## src/rtl/dcxo_seq_pkg.sv

```systemverilog
package dcxo_seq_pkg;

   typedef enum logic [2:0] {
      ST_IDLE,
      ST_STEP,
      ST_SCR_WR,
      ST_SCR_RD,
      ST_CAL,
      ST_SETTLE
   } seq_state_e;

   localparam logic [7:0] RG_PAGE    = 8'd255;
   localparam logic [7:0] RG_CALOVR  = 8'd69;
   localparam logic [7:0] RG_OUTEN   = 8'd17;
   localparam logic [7:0] RG_SCRATCH = 8'd23;
   localparam logic [7:0] RG_DIVHI   = 8'd24;
   localparam logic [7:0] RG_FB0     = 8'd26;
   localparam logic [7:0] RG_CTRL    = 8'd7;

   localparam logic [7:0] CTRL_CAL_GO = 8'h08;
   localparam logic [7:0] OUTEN_ON    = 8'h01;

   typedef struct packed {
      logic [7:0] addr;
      logic [7:0] data;
   } reg_op_t;

endpackage

```

## src/rtl/dcxo_step_rom.sv

```systemverilog
module dcxo_step_rom
   import dcxo_seq_pkg::*;
#(
   parameter int HS_W  = 11,
   parameter int LS_W  = 4,
   parameter int FB_W  = 48,
   parameter int IDX_W = 4
) (
   input  logic [IDX_W-1:0] idx,
   input  logic [HS_W-1:0]  hsdiv,
   input  logic [LS_W-1:0]  lsdiv,
   input  logic [FB_W-1:0]  fbdiv,
   output reg_op_t          op
);

   localparam int FB_BYTES = FB_W / 8;
   localparam int IDX_HS   = 3;
   localparam int IDX_PK   = 4;
   localparam int IDX_FB   = 5;
   localparam int IDX_CAL  = IDX_FB + FB_BYTES;
   localparam int IDX_EN   = IDX_CAL + 1;

   logic [15:0] hs_ext;
   logic [3:0]  ls_ext;

   assign hs_ext = 16'(hsdiv);
   assign ls_ext = 4'(lsdiv);

   always_comb begin
      int k;
      int fb_sel;
      k      = int'(idx);
      fb_sel = 0;
      op     = '{addr: RG_PAGE, data: 8'h00};
      if (k == 1) begin
         op = '{addr: RG_CALOVR, data: 8'h00};
      end else if (k == 2) begin
         op = '{addr: RG_OUTEN, data: 8'h00};
      end else if (k == IDX_HS) begin
         op = '{addr: RG_SCRATCH, data: hs_ext[7:0]};
      end else if (k == IDX_PK) begin
         op = '{addr: RG_DIVHI, data: {ls_ext, hs_ext[11:8]}};
      end else if (k >= IDX_FB && k < IDX_CAL) begin
         fb_sel  = k - IDX_FB;
         op.addr = RG_FB0 + 8'(fb_sel);
         op.data = fbdiv[fb_sel*8 +: 8];
      end else if (k == IDX_CAL) begin
         op = '{addr: RG_CTRL, data: CTRL_CAL_GO};
      end else if (k == IDX_EN) begin
         op = '{addr: RG_OUTEN, data: OUTEN_ON};
      end
   end

endmodule

```

## src/rtl/dcxo_delay_timer.sv

```systemverilog
module dcxo_delay_timer #(
   parameter int TW = 8
) (
   input  logic          clk,
   input  logic          rst_n,
   input  logic          load,
   input  logic [TW-1:0] cycles,
   output logic          expired
);

   logic [TW-1:0] cnt;

   always_ff @(posedge clk) begin
      if (!rst_n) begin
         cnt <= '0;
      end else if (load) begin
         cnt <= cycles - 1'b1;
      end else if (cnt != '0) begin
         cnt <= cnt - 1'b1;
      end
   end

   assign expired = (cnt == '0);

endmodule

```

## src/rtl/dcxo_seq.sv

```systemverilog
module dcxo_seq
   import dcxo_seq_pkg::*;
#(
   parameter int                HS_W          = 11,
   parameter int                LS_W          = 4,
   parameter int                FB_W          = 48,
   parameter int                ERR_W         = 4,
   parameter logic [ERR_W-1:0]  DET_CODE      = '1,
   parameter int                SCRATCH_N     = 255,
   parameter int                CAL_CYCLES    = 1_500_000,
   parameter int                SETTLE_CYCLES = 2_000_000,
   parameter bit                HELPER        = 1'b0
) (
   input  logic             clk,
   input  logic             rst_n,
   input  logic             start,
   input  logic [HS_W-1:0]  hsdiv,
   input  logic [LS_W-1:0]  lsdiv,
   input  logic [FB_W-1:0]  fbdiv,
   output logic             busy,
   output logic             done,
   output logic             error,
   output logic [ERR_W-1:0] err_code,
   output logic             owns_bus,
   output logic             helper_rst,
   output logic             req_valid,
   output logic             req_write,
   output logic [7:0]       req_reg,
   output logic [7:0]       req_wdata,
   input  logic             rsp_valid,
   input  logic [7:0]       rsp_rdata,
   input  logic             rsp_err,
   input  logic [ERR_W-1:0] rsp_code
);

   localparam int FB_BYTES  = FB_W / 8;
   localparam int IDX_PRE   = 2;
   localparam int IDX_HS    = 3;
   localparam int IDX_CAL   = 5 + FB_BYTES;
   localparam int IDX_EN    = IDX_CAL + 1;
   localparam int IDX_W     = $clog2(IDX_EN + 1);
   localparam int MAX_WAIT  = (CAL_CYCLES > SETTLE_CYCLES) ? CAL_CYCLES : SETTLE_CYCLES;
   localparam int TW        = $clog2(MAX_WAIT + 1);

   if (HS_W <= 8 || HS_W > 12) begin : g_bad_hs
      $error("HS_W must lie in 9..12");
   end
   if (LS_W < 1 || LS_W > 4) begin : g_bad_ls
      $error("LS_W must lie in 1..4");
   end
   if (FB_W % 8 != 0 || FB_W < 8 || FB_W > 48) begin : g_bad_fb
      $error("FB_W must be a whole number of bytes, at most 6");
   end
   if (SCRATCH_N < 1 || SCRATCH_N > 256) begin : g_bad_scr
      $error("SCRATCH_N must lie in 1..256");
   end
   if (CAL_CYCLES < 1 || SETTLE_CYCLES < 1) begin : g_bad_wait
      $error("wait counts must be at least one cycle");
   end
   if (ERR_W < 1) begin : g_bad_err
      $error("ERR_W must be positive");
   end

   seq_state_e       st;
   logic [IDX_W-1:0] idx;
   logic [7:0]       scr;
   logic             owns_q;
   logic             done_q;
   logic             err_q;
   logic [ERR_W-1:0] code_q;
   reg_op_t          op;
   logic             tm_load;
   logic [TW-1:0]    tm_cycles;
   logic             tm_expired;
   logic             at_cal;
   logic             at_en;

   dcxo_step_rom #(
      .HS_W (HS_W),
      .LS_W (LS_W),
      .FB_W (FB_W),
      .IDX_W(IDX_W)
   ) u_rom (
      .idx  (idx),
      .hsdiv(hsdiv),
      .lsdiv(lsdiv),
      .fbdiv(fbdiv),
      .op   (op)
   );

   dcxo_delay_timer #(
      .TW(TW)
   ) u_timer (
      .clk    (clk),
      .rst_n  (rst_n),
      .load   (tm_load),
      .cycles (tm_cycles),
      .expired(tm_expired)
   );

   assign at_cal    = (idx == IDX_W'(IDX_CAL));
   assign at_en     = (idx == IDX_W'(IDX_EN));
   assign tm_load   = (st == ST_STEP) && rsp_valid && !rsp_err && (at_cal || at_en);
   assign tm_cycles = at_cal ? TW'(CAL_CYCLES) : TW'(SETTLE_CYCLES);

   always_comb begin
      req_valid = 1'b0;
      req_write = 1'b1;
      req_reg   = op.addr;
      req_wdata = op.data;
      case (st)
         ST_STEP:   req_valid = 1'b1;
         ST_SCR_WR: begin
            req_valid = 1'b1;
            req_reg   = RG_SCRATCH;
            req_wdata = scr;
         end
         ST_SCR_RD: begin
            req_valid = 1'b1;
            req_write = 1'b0;
            req_reg   = RG_SCRATCH;
            req_wdata = 8'h00;
         end
         default: ;
      endcase
   end

   always_ff @(posedge clk) begin
      if (!rst_n) begin
         st     <= ST_IDLE;
         idx    <= '0;
         scr    <= '0;
         owns_q <= 1'b0;
         done_q <= 1'b0;
         err_q  <= 1'b0;
         code_q <= '0;
      end else begin
         done_q <= 1'b0;
         err_q  <= 1'b0;
         case (st)
            ST_IDLE: begin
               if (start) begin
                  st     <= ST_STEP;
                  idx    <= '0;
                  owns_q <= 1'b1;
                  code_q <= '0;
               end
            end
            ST_STEP: begin
               if (rsp_valid) begin
                  if (rsp_err) begin
                     st     <= ST_IDLE;
                     owns_q <= 1'b0;
                     err_q  <= 1'b1;
                     code_q <= rsp_code;
                  end else if (idx == IDX_W'(IDX_PRE)) begin
                     st  <= ST_SCR_WR;
                     scr <= '0;
                  end else if (at_cal) begin
                     st <= ST_CAL;
                  end else if (at_en) begin
                     st <= ST_SETTLE;
                  end else begin
                     idx <= idx + 1'b1;
                  end
               end
            end
            ST_SCR_WR: begin
               if (rsp_valid) begin
                  if (rsp_err) begin
                     st     <= ST_IDLE;
                     owns_q <= 1'b0;
                     err_q  <= 1'b1;
                     code_q <= rsp_code;
                  end else begin
                     st <= ST_SCR_RD;
                  end
               end
            end
            ST_SCR_RD: begin
               if (rsp_valid) begin
                  if (rsp_err) begin
                     st     <= ST_IDLE;
                     owns_q <= 1'b0;
                     err_q  <= 1'b1;
                     code_q <= rsp_code;
                  end else if (rsp_rdata != scr) begin
                     st     <= ST_IDLE;
                     owns_q <= 1'b0;
                     err_q  <= 1'b1;
                     code_q <= DET_CODE;
                  end else if (scr == 8'(SCRATCH_N - 1)) begin
                     st  <= ST_STEP;
                     idx <= IDX_W'(IDX_HS);
                  end else begin
                     scr <= scr + 8'd1;
                     st  <= ST_SCR_WR;
                  end
               end
            end
            ST_CAL: begin
               if (tm_expired) begin
                  st  <= ST_STEP;
                  idx <= IDX_W'(IDX_EN);
               end
            end
            ST_SETTLE: begin
               if (tm_expired) begin
                  st     <= ST_IDLE;
                  owns_q <= 1'b0;
                  done_q <= 1'b1;
               end
            end
            default: st <= ST_IDLE;
         endcase
      end
   end

   if (HELPER) begin : g_helper
      assign helper_rst = owns_q;
   end else begin : g_main
      assign helper_rst = 1'b0;
   end

   assign busy     = (st != ST_IDLE);
   assign owns_bus = owns_q;
   assign done     = done_q;
   assign error    = err_q;
   assign err_code = code_q;

endmodule

```

## config.mk

```make
export PLATFORM = sky130hd
export DESIGN_NAME = dcxo_seq
export DESIGN_NICKNAME = d
export VERILOG_FILES = /design/src/rtl/dcxo_seq_pkg.sv /design/src/rtl/dcxo_step_rom.sv /design/src/rtl/dcxo_delay_timer.sv /design/src/rtl/dcxo_seq.sv
export SDC_FILE = /design/constraint.sdc
export NUM_CORES = 1
export LEC_CHECK = 0
export ABC_AREA = 1
export BUFFER_PORTS_ARGS = -buffer_cell sky130_fd_sc_hd__buf_2
export CAP_MARGIN = 10
export CORE_UTILIZATION = 47
export DETAILED_ROUTE_END_ITERATION = 10
export GPL_TIMING_DRIVEN = 0
export PLACE_DENSITY = 0.72
export REMOVE_ABC_BUFFERS = 1
export SLEW_MARGIN = 20
export SYNTH_ARGS = -nofsm -noshare
export SYNTH_HDL_FRONTEND = slang
export SYNTH_HIERARCHICAL = 1
export SYNTH_SLANG_ARGS = --single-unit
```

## constraint.sdc

```tcl
create_clock -name clk -period 4.1 [get_ports clk]
set_input_delay 0 -clock clk [delete_from_list [all_inputs] [get_ports clk]]
set_output_delay 0 -clock clk [all_outputs]
set_load 0.01 [all_outputs]
```

==> results of run 1 <==
## metal layers
| layer | vias up | global-route usage | routed length, um |
|---|---|---|---|
| met1 | 2195 | 0.319 | 5590 |
| met5 | - | 0 | 0 |
| met2 | 103 | 0.453 | 5530 |
| met4 | 0 | 0.0540 | 159 |
| met3 | 16 | 0.0305 | 436 |
| li1 | 2714 | - | - |
## final cells by class
cell class,instances,area [um2],area share
Timing Repair inverter,1,5.00,0.000984
Timing Repair Buffer,105,526,0.103
Tap cell,111,139,0.0273
Clock inverter,1,5.00,0.000984
Sequential cell,43,862,0.169
Clock buffer,6,82.6,0.0162
Inverter,111,423,0.0831
Multi-Input combinational cell,648,3040,0.599
## critical path, delay by kind of cell (launching register included)
family,cells,cell delay (ns)
AND/OR/NAND/NOR,12,1.40
buffers and inverters,4,0.92
adder cells (fa/ha/maj),2,0.45
flip-flops,1,0.74
## stage by stage
step | util | cell area [um2]
5_1_grt | 0.556 | 5090
3_5_place_dp | 0.545 | 4990
6_report | 0.556 | 5090
4_1_cts | 0.555 | 5080
2_1_floorplan | - | 4320
3_3_place_gp | 0.545 | 4990
## registers in the layout (all words and copies together), names as in the netlist
name / cells
idx: 4
st: 3
u_timer/cnt: 21
err_code: 4
done: 1
owns_bus: 1
scr: 8
error: 1
## how the worst max path moves through the flow
stage	end	cells past startpoint	from	slack, ns
2_1_floorplan	u_timer/cnt[20]	15	idx[0]	0.88
3_3_place_gp	u_timer/cnt[11]	14	idx[0]	-0.19
3_5_place_dp	u_timer/cnt[11]	14	idx[0]	0.23
4_1_cts	u_timer/cnt[11]	14	idx[0]	0.22
5_1_grt	u_timer/cnt[20]	18	idx[0]	0.11
6_report	u_timer/cnt[20]	18	idx[0]	0.53
## power by group through the flow
stage / sequential, mW / combinational [mW] / clock, mW
CTS: 0.655 / 2.14 / 0.285
global placement: 0.664 / 2.12 / 0
floorplan: 0.639 / 1.65 / 0
detailed placement: 0.665 / 2.12 / 0
finish: 0.657 / 2.15 / 0.280
global route: 0.680 / 2.47 / 0.301
## cells in the mapped netlist (6+ instances only)
cell | instances | area, um2
a31oi_1 | 7 | 43.8
nor2_2 | 13 | 81.3
nand2_2 | 10 | 62.6
nand4_1 | 14 | 87.6
buf_4 | 7 | 52.6
inv_2 | 11 | 41.3
nand3_1 | 62 | 310
nor3_1 | 8 | 40.0
nand2_1 | 299 | 1120
inv_1 | 99 | 372
a21oi_1 | 32 | 160
ha_1 | 11 | 138
clkbuf_1 | 6 | 22.5
o21ai_0 | 23 | 115
or2_2 | 9 | 56.3
nor2_1 | 103 | 387
o21ai_1 | 6 | 30.0
dfxtp_1 | 43 | 861
## timing repair
action	in CTS	in global routing
endpoints found under the hold margin	0	0
endpoints found under the setup margin	0	15
gates resized for setup	0	1
## cells by family (layout without fill, tap and decap cells)
family / Yosys count / after routing
buffers and inverters: 133 / 224
AOI/OAI and AO/OA: 80 / 80
adders and majority gates: 11 / 11
muxes: 1 / 1
other: 2 / 14
and+or+nand+nor: 536 / 536
DFF: 43 / 43
xor gates and xnor gates: 6 / 6
==> impl_metrics.json, run 1 <==
{
  "worstReg2RegEnd": "u_timer/cnt[20]",
  "root_buffer": "clkbuf_8",
  "drive_gt1_frac": 0.191,
  "clk_pin_slew_worst_paths_ns": 0.08,
  "antenna_found_initial": 0,
  "ys_warn_count": 6,
  "p_leak_nw": 2.74,
  "drv_cap": 0,
  "grt_pass1_vias": 4729,
  "vias": 5028,
  "reg2reg_depth": 18,
  "async_flop_share": 0,
  "cp_max_fo": 35,
  "hold_viol_final": 0,
  "p_clk_frac": 0.091,
  "tightest_slew_ns": 0.637,
  "core_mm2": 0.00915,
  "cts_buffers": 5,
  "clock_latency_ns": 0.29,
  "first_iter_violations": 199,
  "synth-adder-area-share": 0.0312,
  "combPwrFrac": 0.697,
  "ant_nets": 0,
  "setup_viol": 0,
  "portBuffers": 105,
  "synthCells": 812,
  "r2r_slack_ns": 0.53,
  "hold_path_depth": 3,
  "syn2layout_area_growth_pct": 15.1,
  "status": "completed",
  "netlist_area_mm2": 0.00442,
  "slowest_stage": "dfxtp_2",
  "power_switching_mw": 1.66,
  "initial_core_util": 0.483,
  "cts-hold-fix-buffers": 0,
  "timing.hold.ws_ns": 0.0285,
  "cp.required_ns": 4.34,
  "critPathMostFrequentCell": "nand2_1",
  "place_inst": 1018,
  "synth-compound-area-share": 0.101,
  "drc": 0,
  "drt-total-wl_um": 11700,
  "place_hpwl_um": 8960,
  "ys_ff_latch": 43,
  "min_from": "rsp_valid",
  "power.density_mw_per_mm2": 608,
  "crit_path_start_kind": "flip-flop",
  "rsz0062_at_grt": "no",
  "cts.path.max_buffers": 2,
  "synth.distinct_cells": 43,
  "synth_seq_area_share": 0.195,
  "synth_edf_count": 0,
  "die_area_mm2": 0.00979,
  "die_x_um": 99.0,
  "cts_tree": "yes",
  "worstSetupPathType": "reg2reg",
  "p_sw_frac": 0.538,
  "arrival_ns": 3.82,
  "antenna_cells": 0,
  "fin_skew_ns": 0.00426,
  "internal-power_mw": 1.43,
  "synth_top_family_by_area": "simple AND/OR/NAND/NOR gates",
  "place_ws_ns": 0.231,
  "htree_num_levels": 2,
  "hold_end": "error",
  "die_h_um": 99.0,
  "ir_worst_vdd_uv": 504,
  "yosys.area_share.xor_xnor": 0.0119,
  "finalNonFillerCells": 1026,
  "nFillCells": 991,
  "synth-main-ff-cell": "dfxtp_1",
  "max_stage_delay_ns": 0.74,
  "post_cts_buffers": 0,
  "avgSynthCellArea_um2": 5.44,
  "final_common_cell": "nand2_1",
  "fmax_mhz": 280,
  "drv_slew": 0,
  "fin_crit_sh": 0.872,
  "grt_use_total": 0.251,
  "grt_start_max_net_pins": 36,
  "viasPerCell": 4.90,
  "io_pins": 107,
  "layout.nets": 1006,
  "slew_headroom": 0.575,
  "gr-total-overflow": 0,
  "crit_path_end_kind": "flip-flop",
  "worst_r2r_startpoint": "idx[0]",
  "drt_first_pass_iters": 5,
  "final_cell_mix": "nand2_1 (299), buf_2 (105), nor2_1 (103)",
  "period_minus_slack_ns": 3.57,
  "wire_per_inst_um": 11.4,
  "gp_congestion": 0.848,
  "p_seq_frac": 0.213,
  "setup-tns-final_ns": 0,
  "synth-simple-area-share": 0.531,
  "clkSinkCount": 43,
  "grt_first_pass_wirelength_um": 20500,
  "muxShareOfSynthArea": 0.00227,
  "setup_ws_ns": 0.526,
  "design_power_total_mw": 3.09,
  "num_rows": 35,
  "cp_cell_sequence": "inv_1, ha_1, nand3_1, nand2_1, nand4_1, clkinvlp_4, inv_2, nand2_1, nand2_1, ha_1, inv_1, nor2_2, nand3_1, nor2_2, nand3_1, nand2_1, nand2_1, nor2_1",
  "hold_path.class": "in2reg"
}
Note: power is estimated with default switching activity, not from simulation.
==> run 2: changes to the inputs <==
--- a/config.mk
+++ b/config.mk
@@ -12,6 +12,7 @@
 export DETAILED_ROUTE_END_ITERATION = 10
 export GPL_TIMING_DRIVEN = 0
 export PLACE_DENSITY = 0.72
+export RECOVER_POWER = 100
 export REMOVE_ABC_BUFFERS = 1
 export SLEW_MARGIN = 20
 export SYNTH_ARGS = -nofsm -noshare
==> constraint.sdc (replaced) <==
create_clock -name clk -period 4.59 [get_ports clk]
set_input_delay 0.459 -clock clk [delete_from_list [all_inputs] [get_ports clk]]
set_output_delay 0.459 -clock clk [all_outputs]
set_load 0.01 [all_outputs]
==> run 2 against run 1 <==
  * Final area decreased by 1.6%
  * Count of clock-buffer cells in the layout unchanged
  * Worst hold slack improved by 0.44 ns
  * Final cell count about the same
  * Non-clock buffer count unchanged
  * Global-route usage unchanged
  * Critical path type is now reg2out
==> impl_metrics.json, run 2 (same netlist as run 1, synthesis figures left out) <==
{
  "status": "completed",
  "drv_slew": 0,
  "portBuffers": 105,
  "slew_headroom": 0.0595,
  "die_h_um": 99.0,
  "max_stage_delay_ns": 0.73,
  "drc": 0,
  "ir_worst_vdd_uv": 451,
  "hold_path.class": "reg2reg",
  "cts-resized-gates": 0,
  "clock_latency_ns": 0.29,
  "worstReg2RegEnd": "u_timer/cnt[20]",
  "period_minus_slack_ns": 4.14,
  "worstSetupPathType": "reg2out",
  "p_clk_frac": 0.092,
  "clk_pin_slew_worst_paths_ns": 0.08,
  "crit_family": "adder cells",
  "io_pins": 107,
  "wire_per_inst_um": 11.3,
  "num_rows": 35,
  "drt-total-wl_um": 11600,
  "antenna_found_initial": 0,
  "layout.nets": 1005,
  "gr-total-overflow": 0,
  "crit_path_end_kind": "output pin",
  "fmax_mhz": 242,
  "die_x_um": 99.0,
  "grt_first_pass_wirelength_um": 20500,
  "first_iter_violations": 219,
  "arrival_ns": 3.68,
  "fin_skew_ns": 0.00477,
  "p_seq_frac": 0.215,
  "initial_core_util": 0.483,
  "crit_buf_inv": 3,
  "drt_first_pass_iters": 4,
  "power_switching_mw": 1.47,
  "hold_viol_final": 0,
  "clkSinkCount": 43,
  "endpoint": "req_reg[2]",
  "antenna_cells": 0,
  "grt_use_total": 0.251,
  "p_sw_frac": 0.541,
  "setup_viol": 0,
  "regMostFlops": "u_timer/cnt",
  "fin_crit_sh": 0.902,
  "root_buffer": "clkbuf_8",
  "cp.required_ns": 4.13,
  "crit_path_start_kind": "flip-flop",
  "utilization": 0.547,
  "grt_pass1_vias": 4729,
  "design_power_total_mw": 2.71,
  "final_common_cell": "nand2_1",
  "gp_congestion": 0.848,
  "rsz0062_at_grt": "no",
  "drive_gt1_frac": 0.151,
  "place_hpwl_um": 8960,
  "cts-hold-fix-buffers": 0,
  "post_cts_buffers": 0,
  "die_area_mm2": 0.00979,
  "syn2layout_area_growth_pct": 13.3,
  "slowest_stage": "dfxtp_2",
  "htree_num_levels": 2,
  "cp_max_fo": 35,
  "ant_nets": 0,
  "core_mm2": 0.00915,
  "viasPerCell": 4.87,
  "startpoint": "idx[0]",
  "vias": 4990,
  "final_cell_mix": "nand2_1 (300), nor2_1 (110), inv_1 (100)",
  "p_leak_nw": 2.65,
  "top_regs": "u_timer/cnt: 21 flops, scr: 8 flops",
  "cts_tree": "yes",
  "combPwrFrac": 0.692,
  "worst_r2r_startpoint": "idx[0]",
  "r2r_slack_ns": 0.64,
  "power.density_mw_per_mm2": 541,
  "internal-power_mw": 1.24,
  "cts_buffers": 5,
  "setup-tns-final_ns": 0,
  "cts.path.max_buffers": 2,
  "worst-path-stages": 8,
  "cp_cell_sequence": "inv_1, ha_1, inv_1, ha_1, o21ai_0, o21ai_0, or2_2, clkbuf_1",
  "tightest_slew_ns": 1.40,
  "drv_cap": 0,
  "reg2reg_depth": 16,
  "grt_start_max_net_pins": 36,
  "largest_reg_flops": 21
}
-- run 2: cell types whose count changed in the layout (fill, tap and decap cells not counted), sizes merged --
cell / before / now
clkinvlp: 2 / 1
buf: 105 / 82
clkbuf: 6 / 29
-- run 2: final cells by class --
class | count | area (um2)
well taps | 111 | 139
inverters | 111 | 418
fillers | 1018 | 4150
multi-input cells | 648 | 3000
flip-flops and latches | 43 | 862
repair buffers | 105 | 497
clock buffers | 6 | 82.6
clock inverters | 1 | 5.00
-- run 2: routing by layer --
metal	GRT usage	vias up	share of wire
met5	0	-	0
li1	-	2708	-
met1	0.319	2175	0.48
met4	0.0540	0	0.013
met3	0.0305	14	0.033
met2	0.453	93	0.47
-- run 2: how the worst min path moves through the flow --
stage | slack (ns) | start | cells past startpoint | end
after global placement | 0.45 | err_code[1] | 2 | err_code[1]
after CTS | 0.47 | err_code[1] | 2 | err_code[1]
after global routing | 0.49 | err_code[0] | 2 | err_code[0]
after floorplan | 0.49 | err_code[0] | 2 | err_code[0]
final | 0.47 | err_code[1] | 2 | err_code[1]
after detailed placement | 0.45 | err_code[1] | 2 | err_code[1]
-- run 2: per-stage QoR --
stage	cell area (um2)	std cells	hold WS, ns	setup slack (ns)
4_1_cts	5080	1025	0.466	0.681
5_1_grt	5010	1025	0.489	0.127
3_3_place_gp	4990	1018	0.449	0.296
3_5_place_dp	4990	1018	0.453	0.721
6_report	5010	1025	0.466	0.451
2_1_floorplan	4320	802	0.486	1.37
-- run 2: worst reg2reg max path: cells and delay by family, from the launching register on --
family | cells | cell delay (ns)
flip-flops | 1 | 0.73
AO/OA/AOI/OAI | 1 | 0.21
AND/OR/NAND/NOR | 11 | 1.60
buffers and inverters | 2 | 0.77
adder cells (fa/ha/maj) | 2 | 0.59
-- run 2: power groups by stage --
stage	Clock (mW)	Sequential (mW)	Combinational (mW)
4_1_cts	0.254	0.585	1.91
3_3_place_gp	0	0.593	1.89
3_5_place_dp	0	0.594	1.90
5_1_grt	0.269	0.605	2.16
2_1_floorplan	0	0.571	1.47
6_report	0.251	0.583	1.88
==> run 3: changes to the inputs <==
--- a/config.mk
+++ b/config.mk
@@ -5,7 +5,6 @@
 export SDC_FILE = /design/constraint.sdc
 export NUM_CORES = 1
 export LEC_CHECK = 0
-export ABC_AREA = 1
 export BUFFER_PORTS_ARGS = -buffer_cell sky130_fd_sc_hd__buf_2
 export CAP_MARGIN = 10
 export CORE_UTILIZATION = 47
==> run 3 against run 2 <==
  * Final cell count fell by 26%
  * Worst hold slack got worse by 0.061 ns
  * First-iteration DRC count rose by 29%
  * Routed wire length fell by 1.1%
  * Synthesized area fell by 5.9%
  * Final area fell by 1.4%
  * Clock skew rose by 0.00092 ns
  * Global-route usage fell by 0.15 points
  * Sequential cell count did not move
  * Critical path type unchanged
  * Highest routed layer unchanged
==> impl_metrics.json, run 3 <==
{
  "status": "completed",
  "ant_nets": 0,
  "crit_buf_inv": 2,
  "synth_area_leaders": "dfxtp_1 (21%), nand2_1 (4.4%), mux2i_1 (4.1%), nor2_1 (4.1%), nor3_1 (3.9%)",
  "r2r_slack_ns": 0.44,
  "synthCells": 536,
  "num_rows": 33,
  "post_cts_buffers": 0,
  "cts.path.max_buffers": 2,
  "first_iter_violations": 282,
  "top_regs": "u_timer/cnt: 21 flops, scr: 8 flops",
  "clkSinkCount": 43,
  "power.density_mw_per_mm2": 512,
  "finalInstanceArea_mm2": 0.00493,
  "yosysTopAreaCell": "dfxtp_1",
  "power_switching_mw": 1.20,
  "synth.distinct_cells": 83,
  "final_common_cell": "buf_2",
  "finalNonFillerCells": 762,
  "place_ws_ns": 0.273,
  "placed_area_mm2": 0.00486,
  "initial_core_util": 0.496,
  "utilization": 0.589,
  "ir_worst_vdd_uv": 352,
  "met3_usage": 0.0363,
  "regArea_um2": 862,
  "arrival_ns": 3.72,
  "slew_headroom": 0.215,
  "synth_seq_area_share": 0.207,
  "worstReg2RegEnd": "u_timer/cnt[17]",
  "layout.nets": 747,
  "p_seq_frac": 0.255,
  "combPwrFrac": 0.619,
  "cts_buffers": 5,
  "antenna_cells": 0,
  "hold_viol_final": 0,
  "grt_first_pass_wirelength_um": 18400,
  "clk_pin_slew_worst_paths_ns": 0.09,
  "ys_warn_count": 6,
  "cp_cell_sequence": "inv_1, ha_1, xnor2_2, mux2_2, a221o_1, a22o_1, nand2_1, o31ai_1, clkbuf_1",
  "regMostFlops": "u_timer/cnt",
  "worst-path-stages": 9,
  "drt-total-wl_um": 11500,
  "max_stage_delay_ns": 0.76,
  "internal-power_mw": 1.33,
  "p_clk_frac": 0.126,
  "synth.most_common_cell": "nand2_1",
  "nFillCells": 803,
  "worst_r2r_startpoint": "idx[0]",
  "crit_path_start_kind": "flip-flop",
  "grt_busiest_layer": "met2",
  "largest_reg_flops": 21,
  "avgSynthCellArea_um2": 7.75,
  "clock_latency_ns": 0.30,
  "io_pins": 107,
  "worstSetupPathType": "reg2out",
  "synth.top_cell.area_share": 0.207,
  "timing.hold.ws_ns": 0.405,
  "hold_path.class": "in2reg",
  "cts_tree": "yes",
  "root_buffer": "clkbuf_8",
  "synth_edf_count": 0,
  "min_from": "rsp_code[3]",
  "portBuffers": 105,
  "crit_path_end_kind": "output pin",
  "die_x_um": 96.0,
  "startpoint": "idx[0]",
  "period_minus_slack_ns": 4.18,
  "ys_ff_latch": 43,
  "gp_congestion": 0.870,
  "drc": 0,
  "setup_ws_ns": 0.409,
  "setup_viol": 0,
  "synthTopCellsByCount": "nand2_1 (49), nor2_1 (45), dfxtp_1 (43)",
  "cp_max_fo": 28,
  "die_area_mm2": 0.00922,
  "htree_num_levels": 2,
  "place_inst": 754,
  "cp.required_ns": 4.13,
  "wire_per_inst_um": 15.0,
  "fin_crit_sh": 0.911,
  "vias": 4491,
  "drv_cap": 0,
  "gr-total-overflow": 0,
  "rsz0062_at_grt": "no",
  "use_met1": 0.297,
  "netlist_area_mm2": 0.00416,
  "fmax_mhz": 239,
  "slowest_stage": "dfxtp_2",
  "drt_first_pass_iters": 5,
  "endpoint": "req_wdata[0]",
  "grt_start_max_net_pins": 29,
  "fin_skew_ns": 0.00569,
  "syn2layout_area_growth_pct": 18.7,
  "grt_pass1_vias": 4152,
  "final_cell_mix": "buf_2 (83), nand2_1 (49), nor2_1 (47)",
  "viasPerCell": 5.89,
  "synth-main-ff-cell": "dfxtp_1",
  "setup-tns-final_ns": 0,
  "design_power_total_mw": 2.53,
  "drv_slew": 0,
  "grt_use_total": 0.250,
  "p_sw_frac": 0.474,
  "async_flop_share": 0,
  "die_h_um": 96.0,
  "grt_util_met2": 0.440,
  "drive_gt1_frac": 0.213,
  "multi_input_area_mm2": 0.00320,
  "reg2reg_depth": 12,
  "antenna_found_initial": 0,
  "crit_family": "flip-flops",
  "place_hpwl_um": 8560,
  "p_leak_nw": 1.92,
  "core_mm2": 0.00838,
  "tightest_slew_ns": 1.17
}
## run 3: cell types whose count changed in the layout (fill, tap and decap cells not counted), moves of 12 or more
cell,previous run,this run
nor2_1,110,47
mux2i_1,1,17
nand2_1,300,49
mux2_2,0,12
xor2_1,4,16
nand3_1,62,22
inv_1,100,19
nor3_1,8,31
nand4_1,14,2
conb_1,14,34
## run 3: power groups by stage
| stage | clock network, mW | registers [mW] | logic (mW) |
|---|---|---|---|
| CTS | 0.326 | 0.643 | 1.57 |
| global placement | 0 | 0.647 | 1.50 |
| finish | 0.318 | 0.643 | 1.56 |
| floorplan | 0 | 0.609 | 1.18 |
| global route | 0.337 | 0.668 | 1.72 |
| detailed placement | 0 | 0.651 | 1.55 |
## run 3: kinds of logic after synthesis
group,Yosys count,share of synthesized area
multiplexers,37,0.114
AND/OR/NAND/NOR,231,0.314
other,2,0.00181
XOR/XNOR,28,0.0590
buffers and inverters,50,0.0530
AO/OA/AOI/OAI,133,0.216
flip-flops,43,0.207
adder cells (fa/ha/maj),12,0.0355
## run 3: final cells by class
cell class,count,share of cell area
Multi-Input combinational cell,475,0.649
Sequential cell,43,0.175
Timing Repair Buffer,110,0.110
Tap cell,105,0.0266
Clock buffer,6,0.0167
Inverter,21,0.0160
Clock inverter,2,0.00710
## run 3: worst register-to-register path: stages (launching register included)
cell     delay (ns)
dfxtp_2        0.76
ha_1           0.32
mux2_2         0.18
nand2_1        0.11
nor3_4         0.54
buf_6          0.23
buf_4          0.18
buf_4          0.17
nor4b_1        0.40
o22ai_1        0.38
nor4_4         0.48
and3_1         0.22
nor3_1         0.04
## run 3: worst min-delay path by stage
stage	to	slack [ns]	cells after the start
floorplan	scr[5]	0.48	2
global placement	err_code[3]	0.44	1
detailed placement	err_code[0]	0.45	1
CTS	err_code[3]	0.40	3
global route	err_code[3]	0.41	3
finish	err_code[3]	0.41	3
## run 3: repair_timing
item,in CTS,in global routing
resized for setup,0,1
setup endpoints to repair,0,7
hold buffers,0,0
## run 3: metal layers
metal  vias up  part of all wire
li1       2186                 -
met2       161              0.50
met5         -                 0
met4         0             0.020
met1      2121              0.43
met3        23             0.059
